==> src/rtl/issuer_pkg.sv <==
package issuer_pkg;
  typedef enum logic [2:0] {
    ST_IDLE,
    ST_REQ,
    ST_CA,
    ST_GAP,
    ST_CHK,
    ST_BACK
  } iss_state_t;
endpackage

==> src/rtl/issue_queue.sv <==
module issue_queue #(
  parameter int WIDTH = 24,
  parameter int DEPTH = 4
) (
  input  logic             clk,
  input  logic             rst,
  input  logic             push,
  input  logic [WIDTH-1:0] push_word,
  input  logic             pop,
  output logic             full,
  output logic             nonempty,
  output logic [WIDTH-1:0] head_word
);
  localparam int PTR_W = (DEPTH > 1) ? $clog2(DEPTH) : 1;
  localparam int CNT_W = $clog2(DEPTH + 1);
  localparam logic [CNT_W-1:0] FULL_CNT = CNT_W'(DEPTH);

  logic [WIDTH-1:0] store [DEPTH];
  logic [PTR_W-1:0] wr_ptr, rd_ptr;
  logic [CNT_W-1:0] count;

  // write port: plain synchronous array write, no reset on contents
  always_ff @(posedge clk) begin
    if (push) store[wr_ptr] <= push_word;
  end

  always_ff @(posedge clk) begin
    if (rst) begin
      wr_ptr <= '0;
      rd_ptr <= '0;
      count  <= '0;
    end else begin
      if (push) wr_ptr <= wr_ptr + 1'b1;
      if (pop)  rd_ptr <= rd_ptr + 1'b1;
      case ({push, pop})
        2'b10:   count <= count + 1'b1;
        2'b01:   count <= count - 1'b1;
        default: count <= count;
      endcase
    end
  end

  assign full      = (count == FULL_CNT);
  assign nonempty  = (count != '0);
  assign head_word = store[rd_ptr];

  assert_no_overflow_R1: assert property (@(posedge clk) disable iff (rst)
    full && !pop |=> full);
  assert_no_underflow_R2: assert property (@(posedge clk) disable iff (rst)
    !nonempty && !push |=> !nonempty);
endmodule

==> src/rtl/bank_gate.sv <==
module bank_gate #(
  parameter int BANK_W = 4
) (
  input  logic [BANK_W-1:0]      bank,
  input  logic [(1<<BANK_W)-1:0] busy_vec,
  output logic                   bank_blocked
);
  localparam int NBANK = 1 << BANK_W;

  logic [NBANK-1:0] hit;

  for (genvar g = 0; g < NBANK; g++) begin : g_bank
    assign hit[g] = busy_vec[g] && (bank == BANK_W'(g));
  end

  assign bank_blocked = |hit;
endmodule

==> src/rtl/issue_ctrl.sv <==
module issue_ctrl
  import issuer_pkg::*;
#(
  parameter int WIDTH = 24,
  parameter int BO_W  = 8
) (
  input  logic             clk,
  input  logic             rst,
  input  logic             head_valid,
  input  logic [WIDTH-1:0] head_word,
  input  logic             head_blocked,
  input  logic             arb_suppress,
  input  logic [BO_W-1:0]  backoff_cfg,
  input  logic             arb_grant,
  input  logic             cmd_ack,
  output logic             arb_req,
  output logic             ca_valid,
  output logic [WIDTH-1:0] ca_word,
  output logic             ack_err,
  output logic             retire
);
  iss_state_t       state;
  logic [BO_W-1:0]  bo_cnt;

  // the acknowledge is only looked at in the second cycle after the C/A cycle
  assign retire = (state == ST_CHK) && cmd_ack;

  always_ff @(posedge clk) begin
    if (rst) begin
      state    <= ST_IDLE;
      arb_req  <= 1'b0;
      ca_valid <= 1'b0;
      ca_word  <= '0;
      ack_err  <= 1'b0;
      bo_cnt   <= '0;
    end else begin
      ca_valid <= 1'b0;
      ack_err  <= 1'b0;
      case (state)
        ST_IDLE: begin
          if (head_valid && !head_blocked && !arb_suppress) begin
            arb_req <= 1'b1;
            state   <= ST_REQ;
          end
        end
        ST_REQ: begin
          if (arb_suppress || head_blocked) begin
            arb_req <= 1'b0;
            state   <= ST_IDLE;
          end else if (arb_grant) begin
            arb_req  <= 1'b0;
            ca_valid <= 1'b1;
            ca_word  <= head_word;
            state    <= ST_CA;
          end
        end
        ST_CA:  state <= ST_GAP;
        ST_GAP: state <= ST_CHK;
        ST_CHK: begin
          if (cmd_ack) begin
            state <= ST_IDLE;
          end else begin
            ack_err <= 1'b1;
            bo_cnt  <= backoff_cfg;
            state   <= ST_BACK;
          end
        end
        ST_BACK: begin
          if (bo_cnt == '0) state <= ST_IDLE;
          else              bo_cnt <= bo_cnt - 1'b1;
        end
        default: state <= ST_IDLE;
      endcase
    end
  end

  assert_req_before_ca_R4: assert property (@(posedge clk) disable iff (rst)
    $rose(ca_valid) |-> $past(arb_req));
  assert_single_ca_R4: assert property (@(posedge clk) disable iff (rst)
    ca_valid |=> !ca_valid);
  assert_bank_free_R3: assert property (@(posedge clk) disable iff (rst)
    $rose(arb_req) |-> $past(!head_blocked));
  assert_suppress_req_R5: assert property (@(posedge clk) disable iff (rst)
    arb_suppress && !arb_req |=> !arb_req);
  assert_suppress_ca_R5: assert property (@(posedge clk) disable iff (rst)
    arb_suppress |=> !ca_valid);
  assert_err_pulse_R7: assert property (@(posedge clk) disable iff (rst)
    ack_err |=> !ack_err);
  assert_no_grant_R8: assert property (@(posedge clk) disable iff (rst)
    arb_req && !arb_grant && !arb_suppress && !head_blocked |=> arb_req && !ca_valid);
endmodule

==> src/rtl/addr_issuer.sv <==
module addr_issuer #(
  parameter int CMD_W  = 4,
  parameter int ADDR_W = 16,
  parameter int BANK_W = 4,
  parameter int DEPTH  = 4,
  parameter int BO_W   = 8
) (
  input  logic                   clk,
  input  logic                   rst,
  input  logic                   in_valid,
  output logic                   in_ready,
  input  logic [CMD_W-1:0]       in_cmd,
  input  logic [ADDR_W-1:0]      in_addr,
  input  logic [BANK_W-1:0]      in_bank,
  input  logic [(1<<BANK_W)-1:0] bank_busy,
  input  logic                   arb_suppress,
  input  logic [BO_W-1:0]        backoff_cfg,
  output logic                   arb_req,
  input  logic                   arb_grant,
  output logic                   ca_valid,
  output logic [CMD_W-1:0]       ca_cmd,
  output logic [ADDR_W-1:0]      ca_addr,
  output logic [BANK_W-1:0]      ca_bank,
  input  logic                   cmd_ack,
  output logic                   ack_err
);
  localparam int WORD_W = CMD_W + ADDR_W + BANK_W;

  logic              q_full, q_nonempty, retire, head_blocked;
  logic [WORD_W-1:0] head_word, ca_word;

  assign in_ready = !q_full;

  issue_queue #(.WIDTH(WORD_W), .DEPTH(DEPTH)) u_queue (
    .clk       (clk),
    .rst       (rst),
    .push      (in_valid && !q_full),
    .push_word ({in_cmd, in_addr, in_bank}),
    .pop       (retire),
    .full      (q_full),
    .nonempty  (q_nonempty),
    .head_word (head_word)
  );

  bank_gate #(.BANK_W(BANK_W)) u_gate (
    .bank         (head_word[BANK_W-1:0]),
    .busy_vec     (bank_busy),
    .bank_blocked (head_blocked)
  );

  issue_ctrl #(.WIDTH(WORD_W), .BO_W(BO_W)) u_ctrl (
    .clk          (clk),
    .rst          (rst),
    .head_valid   (q_nonempty),
    .head_word    (head_word),
    .head_blocked (head_blocked),
    .arb_suppress (arb_suppress),
    .backoff_cfg  (backoff_cfg),
    .arb_grant    (arb_grant),
    .cmd_ack      (cmd_ack),
    .arb_req      (arb_req),
    .ca_valid     (ca_valid),
    .ca_word      (ca_word),
    .ack_err      (ack_err),
    .retire       (retire)
  );

  assign {ca_cmd, ca_addr, ca_bank} = ca_word;

  assert_retire_needs_req_R6: assert property (@(posedge clk) disable iff (rst)
    retire |-> q_nonempty);
endmodule

==> config.mk <==
export PLATFORM = sky130hd
export DESIGN_NAME = addr_issuer
export DESIGN_NICKNAME = d
export VERILOG_FILES = /design/src/rtl/issuer_pkg.sv /design/src/rtl/issue_queue.sv /design/src/rtl/bank_gate.sv /design/src/rtl/issue_ctrl.sv /design/src/rtl/addr_issuer.sv
export SDC_FILE = /design/constraint.sdc
export NUM_CORES = 1
export LEC_CHECK = 0
export CORE_ASPECT_RATIO = 1.4
export CORE_MARGIN = 2
export CORE_UTILIZATION = 32
export DETAILED_ROUTE_END_ITERATION = 8
export GPL_TIMING_DRIVEN = 1
export PLACE_DENSITY_LB_ADDON = 0.3
export RECOVER_POWER = 25
export SYNTH_ARGS = -nofsm -noshare
export SYNTH_HDL_FRONTEND = slang
export SYNTH_HIERARCHICAL = 1
export SYNTH_SLANG_ARGS = --single-unit
==> constraint.sdc <==
create_clock -name clk -period 3.9 [get_ports clk]
set_input_delay 0.78 -clock clk [delete_from_list [all_inputs] [get_ports clk]]
set_output_delay 0.78 -clock clk [all_outputs]
set_load 0.02 [all_outputs]
=== Word-level counts from Yosys, hierarchy flattened ===
Memories as Yosys holds them, arrays and structs flattened. A register that Yosys moved wholly into a read port is not among the register bits.
Index checks and enable logic that the tools add are counted.

* Reductions and logical operators: 38
* Equality and inequality tests: 28
* Bitwise operators: 3
* $lt $le $gt $ge: 0
* Add/subtract/negate cells: 5
* Shift-type cells: 0
* Muxes and demuxes: 20
* $mul: 0
* Divide/modulo/power cells: 0

{| class="wikitable"
|+ Operators by type and width
! cell !! number
|-
| $eq 4x4->1 const B || 8
|-
| $logic_and 1x1->1 || 20
|-
| $pmux 3 s6 || 1
|-
| $eq 4x3->1 const B || 4
|-
| $mux 8 || 2
|-
| $pmux 8 s2 || 1
|-
| $reduce_or 16->1 || 1
|-
| $mux 3 || 5
|-
| $reduce_and 3->1 || 4
|-
| $eq 3x3->1 const B || 3
|-
| $eq 4x2->1 const B || 2
|-
| $logic_not 8->1 || 1
|-
| $sub 8x1->8 const B || 1
|-
| $mux 1 || 7
|-
| $eq 3x2->1 const B || 2
|-
| $pmux 3 s2 || 1
|-
| $reduce_bool 2->1 || 3
|-
| $add 2x1->2 const B || 2
|-
| $eq 4x1->1 const B || 1
|-
| $logic_not 4->1 || 1
|-
| $mux 2 || 2
|-
| $ne 2x1->1 const B || 2
|-
| $ne 2x2->1 const B || 2
|-
| $add 3x1->3 const B || 1
|-
| 13 further kinds || 17
|}

* Register bits after elaboration: 45
* Logic and storage cells: 104
* Output and inout bits: 28
* ROM bits: 0
* Memories: 1
* RAM bits: 96
* Input port bits: 54
* Latch bits: 0

{| class="wikitable"
|+ Memories
! memory !! depth !! width !! rd ports !! clocked after Yosys merged registers in !! wr ports !! RTL line !! RTL
|-
| u_queue.store || 4 || 24 || 1 || 1 || 1 || issue_queue.sv:18 || <nowiki>logic [WIDTH-1:0] store [DEPTH];</nowiki>
|}

=== Logic depth before layout (Yosys ltp) ===
* Word-level depth: 8
* Depth in mapped cells: 11
* Gate-level depth less buffers: 8

=== By module ===
Netlist, hierarchy kept.

{| class="wikitable"
|+ Modules (own cells, without submodules)
! module !! times used !! area each (um^2) !! cells each
|-
| issue_queue || 1 || 3930.0 || 169
|-
| issue_ctrl || 1 || 1744.2 || 214
|-
| bank_gate || 1 || 135.1 || 7
|-
| addr_issuer || 1 || 10.0 || 2
|}

=== Worst setup path after synthesis ===
No wires, ideal clock.

* Path type: reg-to-reg
* From: register (tool-made name)
* To: register u_ctrl.ca_word[0]
* Data required time: 3.830 ns
* Cell stages (with the launch flop): 12
* Arrival: 2.667 ns
* Clock period less this slack: 2.738 ns
* Slack: 1.162 ns
* Cells stage by stage: dfxtp_1 buf_6 mux4_1 mux4_1 mux2i_1 mux2i_1 nor3_1 and3_1 buf_2 buf_2 nand2_1 a21oi_1

{| class="wikitable"
|+ RTL lines
! element !! RTL line !! RTL
|-
| to (signal assigned) || issue_ctrl.sv:53 || <nowiki>ca_word <= head_word;</nowiki>
|-
| to (decl) || issue_ctrl.sv:18 || <nowiki>output logic [WIDTH-1:0] ca_word,</nowiki>
|}

==> results.txt <==
- From synthesis to final layout, the design area changed by 28.3%.
- For this design the static power due to leakage is 2.49 nW.
- 82 I/O pins were placed.
* Number of detailed-route iterations in the first pass: 4
* Setup skew after layout: 0.0169 ns
* Ys async rst share: 0%
- The min-delay analysis places its worst path in the category register to register.
* Minimum clock period after layout: 3.13 ns
* Share of total power in combinational logic: 5.9%
- Die Outline Area: roughly 0.019 mm2
* Total number of placement rows: 58
- After global routing the overflow that remains totals 0.
- Count of mapped cells out of synthesis: roughly 390
- For this design the ratio of total power to cell area is approximately 480 mW/mm2.
- In the final layout, the share of cells above drive strength 1 is about 15%.
- Insertion delay to the later sink of the worst-skew pair: 0.42 ns
- Largest buffer count on any clock path: 2
* Count of flip-flops with a built-in enable after synthesis: 96
- The repair_antennas step left the layout with diodes totalling 0.
- After detailed routing, the number of vias per cell comes to 4.86.
- The critical path goes through mux4_1, mux4_1, mux2i_1, mux2i_1, nor2_1, a2111oi_0, a2111oi_0, nor3_1.
* Largest stage delay, worst path: around 0.73 ns
- Clock-pin slew of the registers on the worst-case setup and hold paths: 0.06 ns
* Switching pwr: a little over 0.8 mW
- The tree is rooted in a sky130_fd_sc_hd__clkbuf_16.
- The congestion estimate from routability-driven global placement came to 0.834.
* Number of maximum-capacitance violations: 0
* Quantity of I/O buffers inserted on ports: 81
- After clock tree synthesis, the setup repair step added 0 buffers.
- Internal power consumption: approximately 2.8 mW
- Total of endpoints with negative setup slack in the final report: 0
- Placeable core area: 0.0179 mm2
* Kind of critical path: register to register
* Chip width: 118 um
* Number of buffers created by CTS: 17
- Unrepaired setup endpoints after global routing: false
* Kind of capture point of the worst setup path: register
- Biggest fanout along the worst timing path: 11
- At the worst endpoint, the arrival time is 3.46 ns.
* Number of fillers in the final layout: 1641
- After legalization and detailed placement, the total HPWL measured roughly 8000 um.
- In this run the tightest slew margin relative to its limit is 36.1%.
- During synthesis, Yosys emitted a total of 6 warnings.
- TritonCTS built the clock tree.
* Initial antenna violation count: 0
- The initial utilization of the core area, before any placement, comes to 32.5%.
- STA puts the critical path data required time at 4.23 ns.
- The first global-routing pass estimated 19500 um of wire.
- The worst setup path is launched from a register.
- At the pin with the least slew margin, the transition time is between 0.9 and 1 ns.
- Among all stages on the critical path, the largest delay is contributed by sky130_fd_sc_hd__a2111oi_0.
- Max Clk Rate: 319 MHz
- The number of nets in the synthesized netlist is 454.
* Result of the run: finished clean
- The mapped netlist covers 0.00582 mm2.
* Avg WL per Cell: 17.0 um
* Total Wirelength: 12500 um
- Residual antenna-violating net count after detailed routing: 0
- After clock tree synthesis, the repair step resized 0 gates.
- The netlist uses between 40 and 50 different library cells.
- Hold_buf cts: 0
* Sum of negative setup slack: 0 ns
- Clk pwr share: a little under half
- Entering global routing, the biggest net connects 52 pins.
* Vertical die dimension: roughly 160 um
- The share of total power dissipated in sequential elements is 47.5%.
- Across every metal layer, demand over resource in global routing totals a little over an eighth.
- Vias post-DR: 3560
* Fraction of power spent switching nets: 22.7%
* Post-synthesis sequential area ratio: roughly 66%
* Synth Register Bits: between 100 and 150
- Number of hold-slack violations in the final timing report: 0
* Vias in the first global route: 3648
- The detailed router finished its first iteration with 199 violations.
* Layout Nets: between 500 and 600
- Counting every sink on the clock net gives 143.
* Number of pins with negative max-slew slack in the final report: 0
- Once layout is complete, the utilization of the core stands at 41.7%.
* Number of H-tree branching levels: 4
* Peak supply drop: 0.000292 V
- In this run the mean area of a mapped cell was 14.8 um2.
* Most common cell after layout, fill and taps aside: sky130_fd_sc_hd__edfxtp_1
* Final cycle utilization of the critical path: 80.3%
- Highest-count cells in the layout ignoring fill and taps: sky130_fd_sc_hd__edfxtp_1 (96), sky130_fd_sc_hd__clkdlybuf4s50_1 (63), sky130_fd_sc_hd__nand2_1 (51)
- Final routed DRC violation total: 0
* Most used DFF post-synth: sky130_fd_sc_hd__edfxtp_1
-- cell type report --
| cell class | instances | area, um2 | area share (%) |
|---|---|---|---|
| Clock buffer | 17 | 425 | 5.70 |
| Clock inverter | 15 | 196 | 2.63 |
| Inverter | 7 | 26.3 | 0.352 |
| Multi-Input combinational cell | 219 | 1810 | 24.3 |
| Sequential cell | 143 | 3820 | 51.2 |
| Tap cell | 240 | 300 | 4.02 |
| Timing Repair Buffer | 91 | 881 | 11.8 |
-- state kept, by name, summed over array words and instances (netlist names), named ones only --
signal           cells
u_ctrl/ca_word      24
u_ctrl/bo_cnt        8
u_queue/wr_ptr       2
u_ctrl/ack_err       1
u_ctrl/state         3
u_queue/count        3
u_ctrl/ca_valid      1
u_queue/store       96
u_ctrl/arb_req       1
u_queue/rd_ptr       2
-- worst max-delay path, delay by kind of cell (launching register included) --
kind,cells,cell delay (ns)
multiplexers,4,1.28
AND/OR/NAND/NOR,2,0.22
flip-flops,1,0.68
AO/OA/AOI/OAI,2,0.88
-- power groups by stage --
stage | Sequential, mW | Clock (mW) | Combinational [mW]
6_report | 1.70 | 1.67 | 0.210
5_1_grt | 1.71 | 1.77 | 0.230
4_1_cts | 1.70 | 1.70 | 0.219
3_5_place_dp | 1.73 | 0 | 0.217
3_3_place_gp | 1.73 | 0 | 0.213
2_1_floorplan | 1.73 | 0 | 0.105
-- synthesized netlist by cell type, drive strengths merged, types with 2 or more instances --
cell     number  area [um2]
nand2b        5        31.3
mux4         28         661
nand2        52         198
o32ai         4        35.0
xnor2         3        26.3
edfxtp       96        2880
nor3          8        45.0
and2          4        25.0
ha            7        87.6
a211oi        2        15.0
buf          15         128
or3           3        18.8
nor4          3        33.8
a31oi         2        12.5
a221oi        2        30.0
nor2b         2        12.5
dfxtp        47         941
nor2         20        75.1
o21ai         3        15.0
nand3         4        20.0
a2111oi       3        27.5
clkbuf        8        30.0
inv           7        26.3
mux2i         5        50.1
and3          2        12.5
a32oi         2        17.5
xor2          2        17.5
a21oi        38         190
nor3b         3        22.5
-- metal layers --
layer	GRT usage, %	wire (um)	vias to the layer above
li1	-	-	1671
met1	14.6	5090	1794
met2	24.6	6680	85
met3	3.70	549	10
met4	4.33	134	0
met5	0	0	-
-- logic make-up (layout without fill, tap and decap cells) --
group / Yosys count / after routing / synth area share (%)
xor gates and xnor gates: 5 / 5 / 0.753
DFF: 143 / 143 / 65.7
AOI/OAI and AO/OA: 60 / 60 / 6.43
buffers and inverters: 30 / 130 / 3.16
adders and majority gates: 8 / 8 / 1.85
muxes: 33 / 33 / 12.2
and+or+nand+nor: 113 / 113 / 9.89
-- path summary, 6_finish.rpt --
path                                         from                end  slack [ns]  cells past startpoint
worst min register to register  u_ctrl/ca_word[2]  u_ctrl/ca_word[2]        0.46                      2
worst max-delay path                     register    u_ctrl/state[0]        0.77                      8
worst max register to register           register    u_ctrl/state[0]        0.77                      8
worst min-delay path            u_ctrl/ca_word[2]  u_ctrl/ca_word[2]        0.46                      2
-- stage by stage --
step	cells	total power [mW]	setup slack, ns	instance area (um2)	hold WS [ns]
final	732	3.58	0.768	7470	0.458
after global routing	732	3.70	0.597	7470	0.482
after CTS	732	3.62	0.775	7470	0.459
after detailed placement	700	1.95	0.776	6840	0.451
after global placement	700	1.94	0.840	6840	0.442
after floorplan	392	1.84	1.16	5820	0.461
No activity file was read; power rests on OpenSTA's default activity.
